File: config.mk
export PLATFORM = sky130hd
export DESIGN_NAME = hb_motor_ctrl
export DESIGN_NICKNAME = d
export VERILOG_FILES = /design/src/rtl/hb_pkg.sv /design/src/rtl/hb_in_sync.sv /design/src/rtl/hb_standby_ctrl.sv /design/src/rtl/hb_chop_timer.sv /design/src/rtl/hb_gate_seq.sv /design/src/rtl/hb_motor_ctrl.sv
export SDC_FILE = /design/constraint.sdc
export NUM_CORES = 1
export LEC_CHECK = 0
export BUFFER_PORTS_ARGS = -buffer_cell sky130_fd_sc_hd__buf_2
export CORE_MARGIN = 2
export CORE_UTILIZATION = 55
export DETAILED_ROUTE_END_ITERATION = 7
export GPL_TIMING_DRIVEN = 1
export PLACE_DENSITY = 0.76
export SLEW_MARGIN = 20
export SYNTH_ARGS = -nofsm -noshare
export SYNTH_HDL_FRONTEND = slang
export SYNTH_HIERARCHICAL = 1
export SYNTH_SLANG_ARGS = --single-unit
File: constraint.sdc
create_clock -name clk -period 2.63 [get_ports clk]
set_input_delay 0.3945 -clock clk [delete_from_list [all_inputs] [get_ports clk]]
set_output_delay 0.3945 -clock clk [all_outputs]
set_load 0.005 [all_outputs]
File: src/rtl/hb_pkg.sv
// Package hb_pkg
// Shared command and gate-pattern types for the H-bridge sequencer.
// Assumes the command code is {in_a, in_b} after synchronisation.
package hb_pkg;

    typedef enum logic [1:0] {
        CMD_COAST = 2'b00,
        CMD_REV   = 2'b01,
        CMD_FWD   = 2'b10,
        CMD_BRAKE = 2'b11
    } cmd_e;

    typedef enum logic [1:0] {
        PAT_OFF   = 2'd0,
        PAT_FWD   = 2'd1,
        PAT_REV   = 2'd2,
        PAT_BRAKE = 2'd3
    } pat_e;

    typedef struct packed {
        logic hi_a;
        logic lo_a;
        logic hi_b;
        logic lo_b;
    } gates_t;

    // Map a conducting pattern onto the four switch enables.
    function automatic gates_t pat_gates(input pat_e p);
        gates_t g;
        g = '0;
        case (p)
            PAT_FWD:   begin g.hi_a = 1'b1; g.lo_b = 1'b1; end
            PAT_REV:   begin g.hi_b = 1'b1; g.lo_a = 1'b1; end
            PAT_BRAKE: begin g.lo_a = 1'b1; g.lo_b = 1'b1; end
            default:   g = '0;
        endcase
        return g;
    endfunction

    // Map a decoded command onto the pattern it requests.
    function automatic pat_e cmd_pattern(input cmd_e c);
        pat_e p;
        case (c)
            CMD_FWD:   p = PAT_FWD;
            CMD_REV:   p = PAT_REV;
            CMD_BRAKE: p = PAT_BRAKE;
            default:   p = PAT_OFF;
        endcase
        return p;
    endfunction

endpackage

File: src/rtl/hb_in_sync.sv
// Module hb_in_sync
// Multi-stage synchroniser for asynchronous command inputs.
// Assumes STAGES >= 1; the reset value of every stage is zero.
module hb_in_sync #(
    parameter int WIDTH  = 2,
    parameter int STAGES = 2
) (
    input  logic             clk,
    input  logic             rst_n,
    input  logic [WIDTH-1:0] d,
    output logic [WIDTH-1:0] q
);
    localparam int CHAIN_W = WIDTH * STAGES;

    logic [CHAIN_W-1:0] chain_q;

    generate
        if (STAGES == 1) begin : g_single
            // Single stage: capture the input directly.
            always_ff @(posedge clk) begin
                if (!rst_n) chain_q <= '0;
                else        chain_q <= d;
            end
        end else begin : g_multi
            // Shift the input through STAGES flops.
            always_ff @(posedge clk) begin
                if (!rst_n) chain_q <= '0;
                else        chain_q <= {chain_q[CHAIN_W-WIDTH-1:0], d};
            end
        end
    endgenerate

    assign q = chain_q[CHAIN_W-1 -: WIDTH];

endmodule

File: src/rtl/hb_standby_ctrl.sv
// Module hb_standby_ctrl
// Tracks the low-power idle state: timed entry on a sustained coast
// command, exit on any other command, followed by a fixed hold-off that
// models the charge pump coming up. Assumes STBY_CYCLES >= 1.
// Reset enters the idle state.
module hb_standby_ctrl
    import hb_pkg::*;
#(
    parameter int STBY_CYCLES = 250000,
    parameter int WAKE_CYCLES = 50000
) (
    input  logic clk,
    input  logic rst_n,
    input  cmd_e cmd,
    output logic idle_q,
    output logic wake_busy,
    output logic idle_exit
);
    localparam int IW = $clog2(STBY_CYCLES + 2);
    localparam int WW = $clog2(WAKE_CYCLES + 2);
    localparam logic [IW-1:0] IDLE_LAST = IW'(STBY_CYCLES - 1);
    localparam logic [WW-1:0] WAKE_INIT = WW'(WAKE_CYCLES);

    logic [IW-1:0] idle_cnt_q;
    logic [WW-1:0] wake_cnt_q;

    assign idle_exit = idle_q && (cmd != CMD_COAST);
    assign wake_busy = (wake_cnt_q != '0);

    // Idle state and the consecutive-coast counter that leads into it.
    always_ff @(posedge clk) begin
        if (!rst_n) begin
            idle_q     <= 1'b1;
            idle_cnt_q <= '0;
        end else if (idle_q) begin
            idle_cnt_q <= '0;
            if (idle_exit) idle_q <= 1'b0;
        end else if (cmd == CMD_COAST) begin
            if (idle_cnt_q == IDLE_LAST) begin
                idle_q     <= 1'b1;
                idle_cnt_q <= '0;
            end else begin
                idle_cnt_q <= idle_cnt_q + 1'b1;
            end
        end else begin
            idle_cnt_q <= '0;
        end
    end

    // Hold-off counter started by each idle exit.
    always_ff @(posedge clk) begin
        if (!rst_n)               wake_cnt_q <= '0;
        else if (idle_exit)       wake_cnt_q <= WAKE_INIT;
        else if (wake_cnt_q != 0) wake_cnt_q <= wake_cnt_q - 1'b1;
    end

    // idle is only entered out of a coast command
    a_r5_entry_from_coast: assert property (@(posedge clk) disable iff (!rst_n)
        $rose(idle_q) |-> ($past(cmd) == CMD_COAST))
        else $error("idle entered without coast");

    // a non-coast command clears the coast count
    a_r5_abort_count: assert property (@(posedge clk) disable iff (!rst_n)
        (!idle_q && cmd != CMD_COAST) |=> (idle_cnt_q == '0))
        else $error("coast count not restarted");

    // an exit leaves the idle state on the next edge
    a_r6_exit_leaves: assert property (@(posedge clk) disable iff (!rst_n)
        idle_exit |=> !idle_q)
        else $error("idle exit ignored");

endmodule

File: src/rtl/hb_chop_timer.sv
// Module hb_chop_timer
// Fixed off-time timer for current-trip chopping. A trip starts the
// timer only while a diagonal conducts and no off-time runs; the timer
// is dropped when the drive command goes away or the bridge is inhibited.
module hb_chop_timer
    import hb_pkg::*;
#(
    parameter int TOFF_CYCLES = 6250
) (
    input  logic clk,
    input  logic rst_n,
    input  cmd_e cmd,
    input  logic trip,
    input  logic enable,
    input  logic conducting,
    output logic chopping
);
    localparam int TW = $clog2(TOFF_CYCLES + 2);
    localparam logic [TW-1:0] TOFF_INIT = TW'(TOFF_CYCLES);

    logic [TW-1:0] off_cnt_q;
    logic          is_drive;

    assign is_drive = (cmd == CMD_FWD) || (cmd == CMD_REV);
    assign chopping = (off_cnt_q != '0);

    // Off-time countdown: load on a qualified trip, clear on loss of drive.
    always_ff @(posedge clk) begin
        if (!rst_n)                     off_cnt_q <= '0;
        else if (!enable || !is_drive)  off_cnt_q <= '0;
        else if (off_cnt_q != '0)       off_cnt_q <= off_cnt_q - 1'b1;
        else if (trip && conducting)    off_cnt_q <= TOFF_INIT;
    end

    // a running off-time only counts down, a trip never extends it
    a_r8_no_retrigger: assert property (@(posedge clk) disable iff (!rst_n)
        (chopping && enable && is_drive) |=> (off_cnt_q == $past(off_cnt_q) - 1'b1))
        else $error("off-time restarted");

    // no trip starts an off-time while braking or coasting
    a_r8_drive_only: assert property (@(posedge clk) disable iff (!rst_n)
        (!is_drive) |=> !chopping)
        else $error("chop outside drive");

endmodule

File: src/rtl/hb_gate_seq.sv
// Module hb_gate_seq
// Registers the active gate pattern and enforces an all-off dead time
// whenever a conducting pattern is left. Assumes the target pattern is
// already reduced to PAT_OFF by every inhibit source.
module hb_gate_seq
    import hb_pkg::*;
#(
    parameter int DEAD_CYCLES = 8
) (
    input  logic   clk,
    input  logic   rst_n,
    input  pat_e   target,
    output pat_e   pat_q,
    output gates_t gates
);
    localparam int DW = $clog2(DEAD_CYCLES + 2);
    localparam logic [DW-1:0] DEAD_INIT = DW'(DEAD_CYCLES);

    logic [DW-1:0] dead_cnt_q;

    assign gates = pat_gates(pat_q);

    // Pattern sequencing: drop to off on any change, then wait the dead time.
    always_ff @(posedge clk) begin
        if (!rst_n) begin
            pat_q      <= PAT_OFF;
            dead_cnt_q <= '0;
        end else if (pat_q != PAT_OFF) begin
            if (target != pat_q) begin
                pat_q      <= PAT_OFF;
                dead_cnt_q <= DEAD_INIT;
            end
        end else if (dead_cnt_q != '0) begin
            dead_cnt_q <= dead_cnt_q - 1'b1;
        end else if (target != PAT_OFF) begin
            pat_q <= target;
        end
    end

    // Checker state: length of the current all-off run, saturating.
    logic [DW-1:0] off_run_q;
    logic          seen_on_q;

    // Count cycles spent off since the last conducting pattern.
    always_ff @(posedge clk) begin
        if (!rst_n) begin
            off_run_q <= '0;
            seen_on_q <= 1'b0;
        end else if (pat_q == PAT_OFF) begin
            if (off_run_q != DEAD_INIT) off_run_q <= off_run_q + 1'b1;
        end else begin
            off_run_q <= '0;
            seen_on_q <= 1'b1;
        end
    end

    // never step directly between two different conducting patterns
    a_r3_no_direct_swap: assert property (@(posedge clk) disable iff (!rst_n)
        (pat_q != PAT_OFF && $past(pat_q) != PAT_OFF) |-> (pat_q == $past(pat_q)))
        else $error("direct pattern swap");

    // a conducting pattern follows at least DEAD_CYCLES off cycles
    a_r4_dead_gap: assert property (@(posedge clk) disable iff (!rst_n)
        (seen_on_q && $past(pat_q) == PAT_OFF && pat_q != PAT_OFF) |-> (off_run_q >= DEAD_INIT))
        else $error("dead time too short");

endmodule

File: src/rtl/hb_motor_ctrl.sv
// Module hb_motor_ctrl
// Top of the H-bridge control sequencer: synchronises the two command
// inputs, runs idle entry and wake hold-off, current-trip chopping, the
// sticky short-circuit fault latch and the thermal/supply inhibits, and
// drives four registered gate enables with dead time between patterns.
// Assumes all flag inputs are already synchronous to clk.
module hb_motor_ctrl
    import hb_pkg::*;
#(
    parameter int CLK_HZ      = 250000000,
    parameter int STBY_CYCLES = CLK_HZ / 1000,
    parameter int WAKE_CYCLES = CLK_HZ / 5000,
    parameter int TOFF_CYCLES = CLK_HZ / 40000,
    parameter int DEAD_CYCLES = 8,
    parameter int SYNC_STAGES = 2
) (
    input  logic clk,
    input  logic rst_n,
    input  logic in_a,
    input  logic in_b,
    input  logic trip_flag,
    input  logic short_flag,
    input  logic overtemp_flag,
    input  logic undervolt_flag,
    output logic gate_hi_a,
    output logic gate_lo_a,
    output logic gate_hi_b,
    output logic gate_lo_b,
    output logic idle_mode,
    output logic fault_latched,
    output logic chopping
);
    logic [1:0] in_sync;
    cmd_e       cmd;
    logic       idle_q;
    logic       wake_busy;
    logic       idle_exit;
    logic       fault_q;
    logic       inhibit;
    logic       chop_on;
    logic       conducting;
    pat_e       target;
    pat_e       pat_q;
    gates_t     gates;

    hb_in_sync #(
        .WIDTH  (2),
        .STAGES (SYNC_STAGES)
    ) u_sync (
        .clk   (clk),
        .rst_n (rst_n),
        .d     ({in_a, in_b}),
        .q     (in_sync)
    );

    assign cmd = cmd_e'(in_sync);

    hb_standby_ctrl #(
        .STBY_CYCLES (STBY_CYCLES),
        .WAKE_CYCLES (WAKE_CYCLES)
    ) u_standby (
        .clk       (clk),
        .rst_n     (rst_n),
        .cmd       (cmd),
        .idle_q    (idle_q),
        .wake_busy (wake_busy),
        .idle_exit (idle_exit)
    );

    // Sticky short-circuit latch: set wins over a simultaneous idle exit.
    always_ff @(posedge clk) begin
        if (!rst_n)          fault_q <= 1'b0;
        else if (short_flag) fault_q <= 1'b1;
        else if (idle_exit)  fault_q <= 1'b0;
    end

    assign inhibit    = fault_q | overtemp_flag | undervolt_flag | idle_q | wake_busy;
    assign conducting = (pat_q == PAT_FWD) || (pat_q == PAT_REV);

    hb_chop_timer #(
        .TOFF_CYCLES (TOFF_CYCLES)
    ) u_chop (
        .clk        (clk),
        .rst_n      (rst_n),
        .cmd        (cmd),
        .trip       (trip_flag),
        .enable     (!inhibit),
        .conducting (conducting),
        .chopping   (chop_on)
    );

    // Requested pattern: off under any inhibit or off-time, else the command.
    always_comb begin
        if (inhibit || chop_on) target = PAT_OFF;
        else                    target = cmd_pattern(cmd);
    end

    hb_gate_seq #(
        .DEAD_CYCLES (DEAD_CYCLES)
    ) u_gates (
        .clk    (clk),
        .rst_n  (rst_n),
        .target (target),
        .pat_q  (pat_q),
        .gates  (gates)
    );

    assign gate_hi_a     = gates.hi_a;
    assign gate_lo_a     = gates.lo_a;
    assign gate_hi_b     = gates.hi_b;
    assign gate_lo_b     = gates.lo_b;
    assign idle_mode     = idle_q;
    assign fault_latched = fault_q;
    assign chopping      = chop_on;

    // leg A switches never conduct together
    a_r3_leg_a_exclusive: assert property (@(posedge clk) disable iff (!rst_n)
        !(gate_hi_a && gate_lo_a))
        else $error("leg A shoot-through");

    // leg B switches never conduct together
    a_r3_leg_b_exclusive: assert property (@(posedge clk) disable iff (!rst_n)
        !(gate_hi_b && gate_lo_b))
        else $error("leg B shoot-through");

    // idle or hold-off forces every gate off
    a_r6_holdoff_gates_off: assert property (@(posedge clk) disable iff (!rst_n)
        (idle_q || wake_busy) |=> (gates == '0))
        else $error("gates on during idle or hold-off");

    // an off-time forces every gate off on the following edge
    a_r7_chop_gates_off: assert property (@(posedge clk) disable iff (!rst_n)
        chop_on |=> (gates == '0))
        else $error("gates on during off-time");

    // the latched fault keeps every gate off
    a_r9_fault_gates_off: assert property (@(posedge clk) disable iff (!rst_n)
        fault_q |=> (gates == '0))
        else $error("gates on with fault latched");

    // the fault latch only clears on an idle exit
    a_r9_fault_sticky: assert property (@(posedge clk) disable iff (!rst_n)
        (fault_q && !idle_exit) |=> fault_q)
        else $error("fault cleared without idle exit");

    // over-temperature forces every gate off
    a_r10_overtemp_off: assert property (@(posedge clk) disable iff (!rst_n)
        overtemp_flag |=> (gates == '0))
        else $error("gates on at over-temperature");

    // undervoltage forces every gate off
    a_r11_undervolt_off: assert property (@(posedge clk) disable iff (!rst_n)
        undervolt_flag |=> (gates == '0))
        else $error("gates on at undervoltage");

endmodule

==> impl_metrics.py <==
metrics = {
    "status": {
        "status": "completed",
    },
    "critical_path": {
        "r2r_slack_ns": 0.28,
        "max_stage_delay_ns": 0.31,
        "regToRegEndpoint": "u_gates/dead_cnt_q[2]$_SDFFE_PN0P_",
        "cp_max_fo": 5,
        "slowest_stage": "dfxtp_1",
        "cp_cell_sequence": "inv_1 -> ha_1 -> nor4b_4 -> and4_1 -> inv_1 -> nor4_4 -> and3_4 -> xor2_1 -> o21a_1 -> o221ai_1",
        "worstPathRequired_ns": 2.84,
        "critPathArrivalTime_ns": 2.55,
        "critPathLaunchType": "register",
        "crit_path_end_kind": "register",
        "cpLargestDelayFamily": "simple AND/OR/NAND/NOR gates",
        "worst-setup-path-type": "reg -> reg",
        "critPathMostFrequentCell": "inv_1",
        "reg2reg_from": "u_standby/wake_cnt_q[0]$_SDFFE_PP0P_",
        "path_buf_inv": 2,
        "rr_worst_depth": 10,
    },
    "layout": {
        "area_growth_pct": 12.60,
        "final_net_count": 381,
        "final_core_util_pct": 65.29,
        "drive_gt1_share_pct": 14.82,
        "instances_no_fill": 441,
        "nFillCells": 448,
        "diodes": 0,
    },
    "global_route": {
        "grt_pass1_vias": 2532,
        "use_met3_pct": 3.448,
        "antenna_found_initial": 0,
        "grt_pass1_wl_um": 10940,
        "grt_overflow": 0,
        "grt_start_max_net_pins": 17,
        "top_usage_layer": "met2",
        "grt_use_total_pct": 22.28,
        "grt.met1_usage_pct": 28.27,
        "grt_use_met2_pct": 37.33,
    },
    "detailed_routing": {
        "routed_wl_um": 6113,
        "avgViaCountPerCell": 5.855,
        "drt_first_iter_violations": 95,
        "wl_per_cell_um": 13.86,
        "antenna_left": 0,
        "dr.pass1.iters": 4,
        "vias": 2582,
        "drc": 0,
    },
    "clocking": {
        "clock_path_buffers": 2,
        "h-tree-depth": 3,
        "cts_made_buffers": 9,
        "clock_latency_ns": 0.33,
        "path_clk_slew_ns": 0.07,
        "postCtsHoldBufs": 0,
        "cts_tree": "built",
        "cts_sinks": 59,
        "clockRootBuffer": "clkbuf_8",
    },
    "sta": {
        "rsz0062_at_grt": "no",
        "tightest_slew_ns": 0.5348,
        "holdWs_ns": 0.2754,
        "final-max-slew-violation-count": 0,
        "tns_ns": 0,
        "max_slew_margin_pct": 64.11,
        "period_share_pct": 89.20,
        "setup_violations": 0,
        "finClkSkew_ns": 0.008604,
        "max_freq_ghz": 0.4263,
        "period_minus_slack_ns": 2.346,
        "hold_violations": 0,
    },
    "yosys": {
        "yosys.area_share.adder_pct": 2.488,
        "synth_compound_area_share_pct": 15.59,
        "yosys.area.top_type_share_pct": 39.14,
        "syn_area_um2": 3018,
        "synthMuxAreaShare_pct": 0.6633,
        "synth_seq_area_share_pct": 39.14,
        "synthFlopType": "dfxtp_1",
        "synth-xor-area-share_pct": 5.514,
        "synth-simple-area-share_pct": 31.92,
        "synth_area_per_cell_um2": 8.647,
        "ys_ff_latch": 59,
        "synth-edff-count": 0,
        "syn_inst": 349,
        "synth_cell_types": 61,
        "synth_top_family_by_area": "simple AND/OR/NAND/NOR gates",
        "synth_area_leaders": "dfxtp_1 39%, nor2_1 4.1%, a21oi_1 3.6%",
        "synth.largest_area_cell": "dfxtp_1",
        "async_flop_share_pct": 0,
        "syn-num-nets": 363,
        "ys_warn_count": 6,
    },
    "power_and_ir_drop": {
        "peakVddDrop_v": 0.0007985,
        "p_per_area_nw_per_um2": 891.8,
        "power_leakage_nw": 1.286,
        "total_power_mw": 3.031,
    },
    "floorplanning": {
        "rows": 26,
        "die_h_um": 78.08,
        "die-area_um2": 6096,
        "die_x_um": 78.08,
        "io_pins": 15,
        "fp.coreArea_um2": 5205,
        "start_util_pct": 57.98,
    },
    "place": {
        "numPortBuffers": 14,
        "hpwl_um": 4453,
        "gp_congestion": 0.8032,
        "place_inst": 426,
    },
    "hold_path": {
        "hp-start": "short_flag",
        "hold_path_class": "in -> reg",
        "holdPathEnd": "fault_latched$_SDFFE_PN0P_",
        "hold_depth": 2,
    },
    "job": {
        "maxCapViolCount": 0,
    },
}
stage by stage:
step | area [um2] | setup WS, ns
detailed placement | 3147 | 0.2056
floorplan | 3018 | 0.1820
CTS | 3362 | 0.1715
global placement | 3147 | 0.3169
finish | 3398 | 0.2842
global route | 3398 | 0.01889
worst reg2reg max path, stage by stage, from the launching register on:
cell	delay (ns)
dfxtp_1	0.31
inv_1	0.09
ha_1	0.22
nor4b_4	0.23
and4_1	0.23
inv_1	0.12
nor4_4	0.19
and3_4	0.24
xor2_1	0.23
o21a_1	0.23
o221ai_1	0.14
registers in the layout, indices dropped and copies added (netlist names):
signal                count
fault_latched             1
u_chop/off_cnt_q         13
u_gates/dead_cnt_q        4
u_gates/pat_q             2
u_standby/idle_cnt_q     18
u_standby/idle_q          1
u_standby/wake_cnt_q     16
u_sync/chain_q            4
worst max path at each step:
| stage | from | end | cells past startpoint |
|---|---|---|---|
| after floorplan | u_standby/wake_cnt_q[0]$_SDFFE_PP0P_ | u_gates/dead_cnt_q[3]$_SDFFE_PN0P_ | 11 |
| after detailed placement | u_standby/wake_cnt_q[0]$_SDFFE_PP0P_ | u_gates/dead_cnt_q[2]$_SDFFE_PN0P_ | 10 |
| after global routing | u_standby/wake_cnt_q[0]$_SDFFE_PP0P_ | u_gates/dead_cnt_q[0]$_SDFFE_PN0P_ | 10 |
| final | u_standby/wake_cnt_q[0]$_SDFFE_PP0P_ | u_gates/dead_cnt_q[2]$_SDFFE_PN0P_ | 10 |
| after CTS | u_standby/wake_cnt_q[0]$_SDFFE_PP0P_ | u_gates/dead_cnt_q[2]$_SDFFE_PN0P_ | 10 |
| after global placement | u_standby/wake_cnt_q[0]$_SDFFE_PP0P_ | u_gates/dead_cnt_q[3]$_SDFFE_PN0P_ | 10 |
final cells by class:
type | instances | area (um2) | area share [%]
tap | 70 | 87.58 | 2.577
sequential | 59 | 1181 | 34.76
timing repair buffer | 21 | 122.6 | 3.608
clock inverter | 5 | 77.57 | 2.283
inverter | 16 | 60.06 | 1.767
clock buffer | 10 | 137.6 | 4.050
multi-input combinational | 260 | 1732 | 50.96
power breakdown:
group	internal, mW	leakage [nW]	switching (mW)
registers	1.03	0.480	0.169
clock network	0.550	0.108	0.348
logic	0.430	0.698	0.502
total	2.01	1.29	1.02
cell families after synthesis:
| kind of cell | count (synthesis) |
|---|---|
| AND/OR/NAND/NOR | 162 |
| AO/OA/AOI/OAI | 71 |
| flip-flops | 59 |
| buffers and inverters | 30 |
| XOR/XNOR | 19 |
| adder cells (fa/ha/maj) | 6 |
| multiplexers | 2 |
cells in the mapped netlist (all sizes together) (2+ instances only):
cell type,count
dfxtp,59
nor2,33
nand2,29
a21oi,22
inv,16
o21ai,13
or3,13
or4,12
xor2,12
and2,11
nand3,11
nand4,10
buf,9
nor3,8
a31oi,7
nor4,7
xnor2,7
ha,6
o31ai,6
and4,5
clkbuf,5
o41ai,4
or2,4
and3,3
nor2b,3
nor4b,3
or4b,3
a311oi,2
a41oi,2
mux2i,2
nand3b,2
nor3b,2
o211ai,2
o21a,2
o311a,2
layout by cell type (no fill, tap or decap), types with 3 or more instances in the layout:
cell type and instances:
o21ai_0 11, nand3_1 11, ha_1 6, a31oi_1 7, nor2b_1 3, nand4_1 10
inv_1 16, buf_4 7, nor3_1 6, o31ai_1 6, or4b_1 3, nor2_1 33
clkbuf_8 10, and2_1 9, a21oi_1 22, nor4_1 3, o41ai_1 4, dfxtp_1 59
xnor2_1 7, buf_2 14, nand2_1 29, xor2_1 12, and4_1 5, or4_1 11
or3_1 11
metal layers:
metal | vias up | share of wire [%] | routed length, um
met1 | 1204 | 48 | 2959
met4 | 0 | 1.8 | 108
li1 | 1330 | - | -
met5 | - | 0 | 0
met2 | 38 | 47 | 2886
met3 | 10 | 2.6 | 158
timing repair:
action / 4_1_cts / 5_1_grt
gates resized for setup: 0 / 6
buffers inserted: 0 / 0
endpoints found under the setup margin: 0 / 7
No activity file was read; power rests on OpenSTA's default activity.
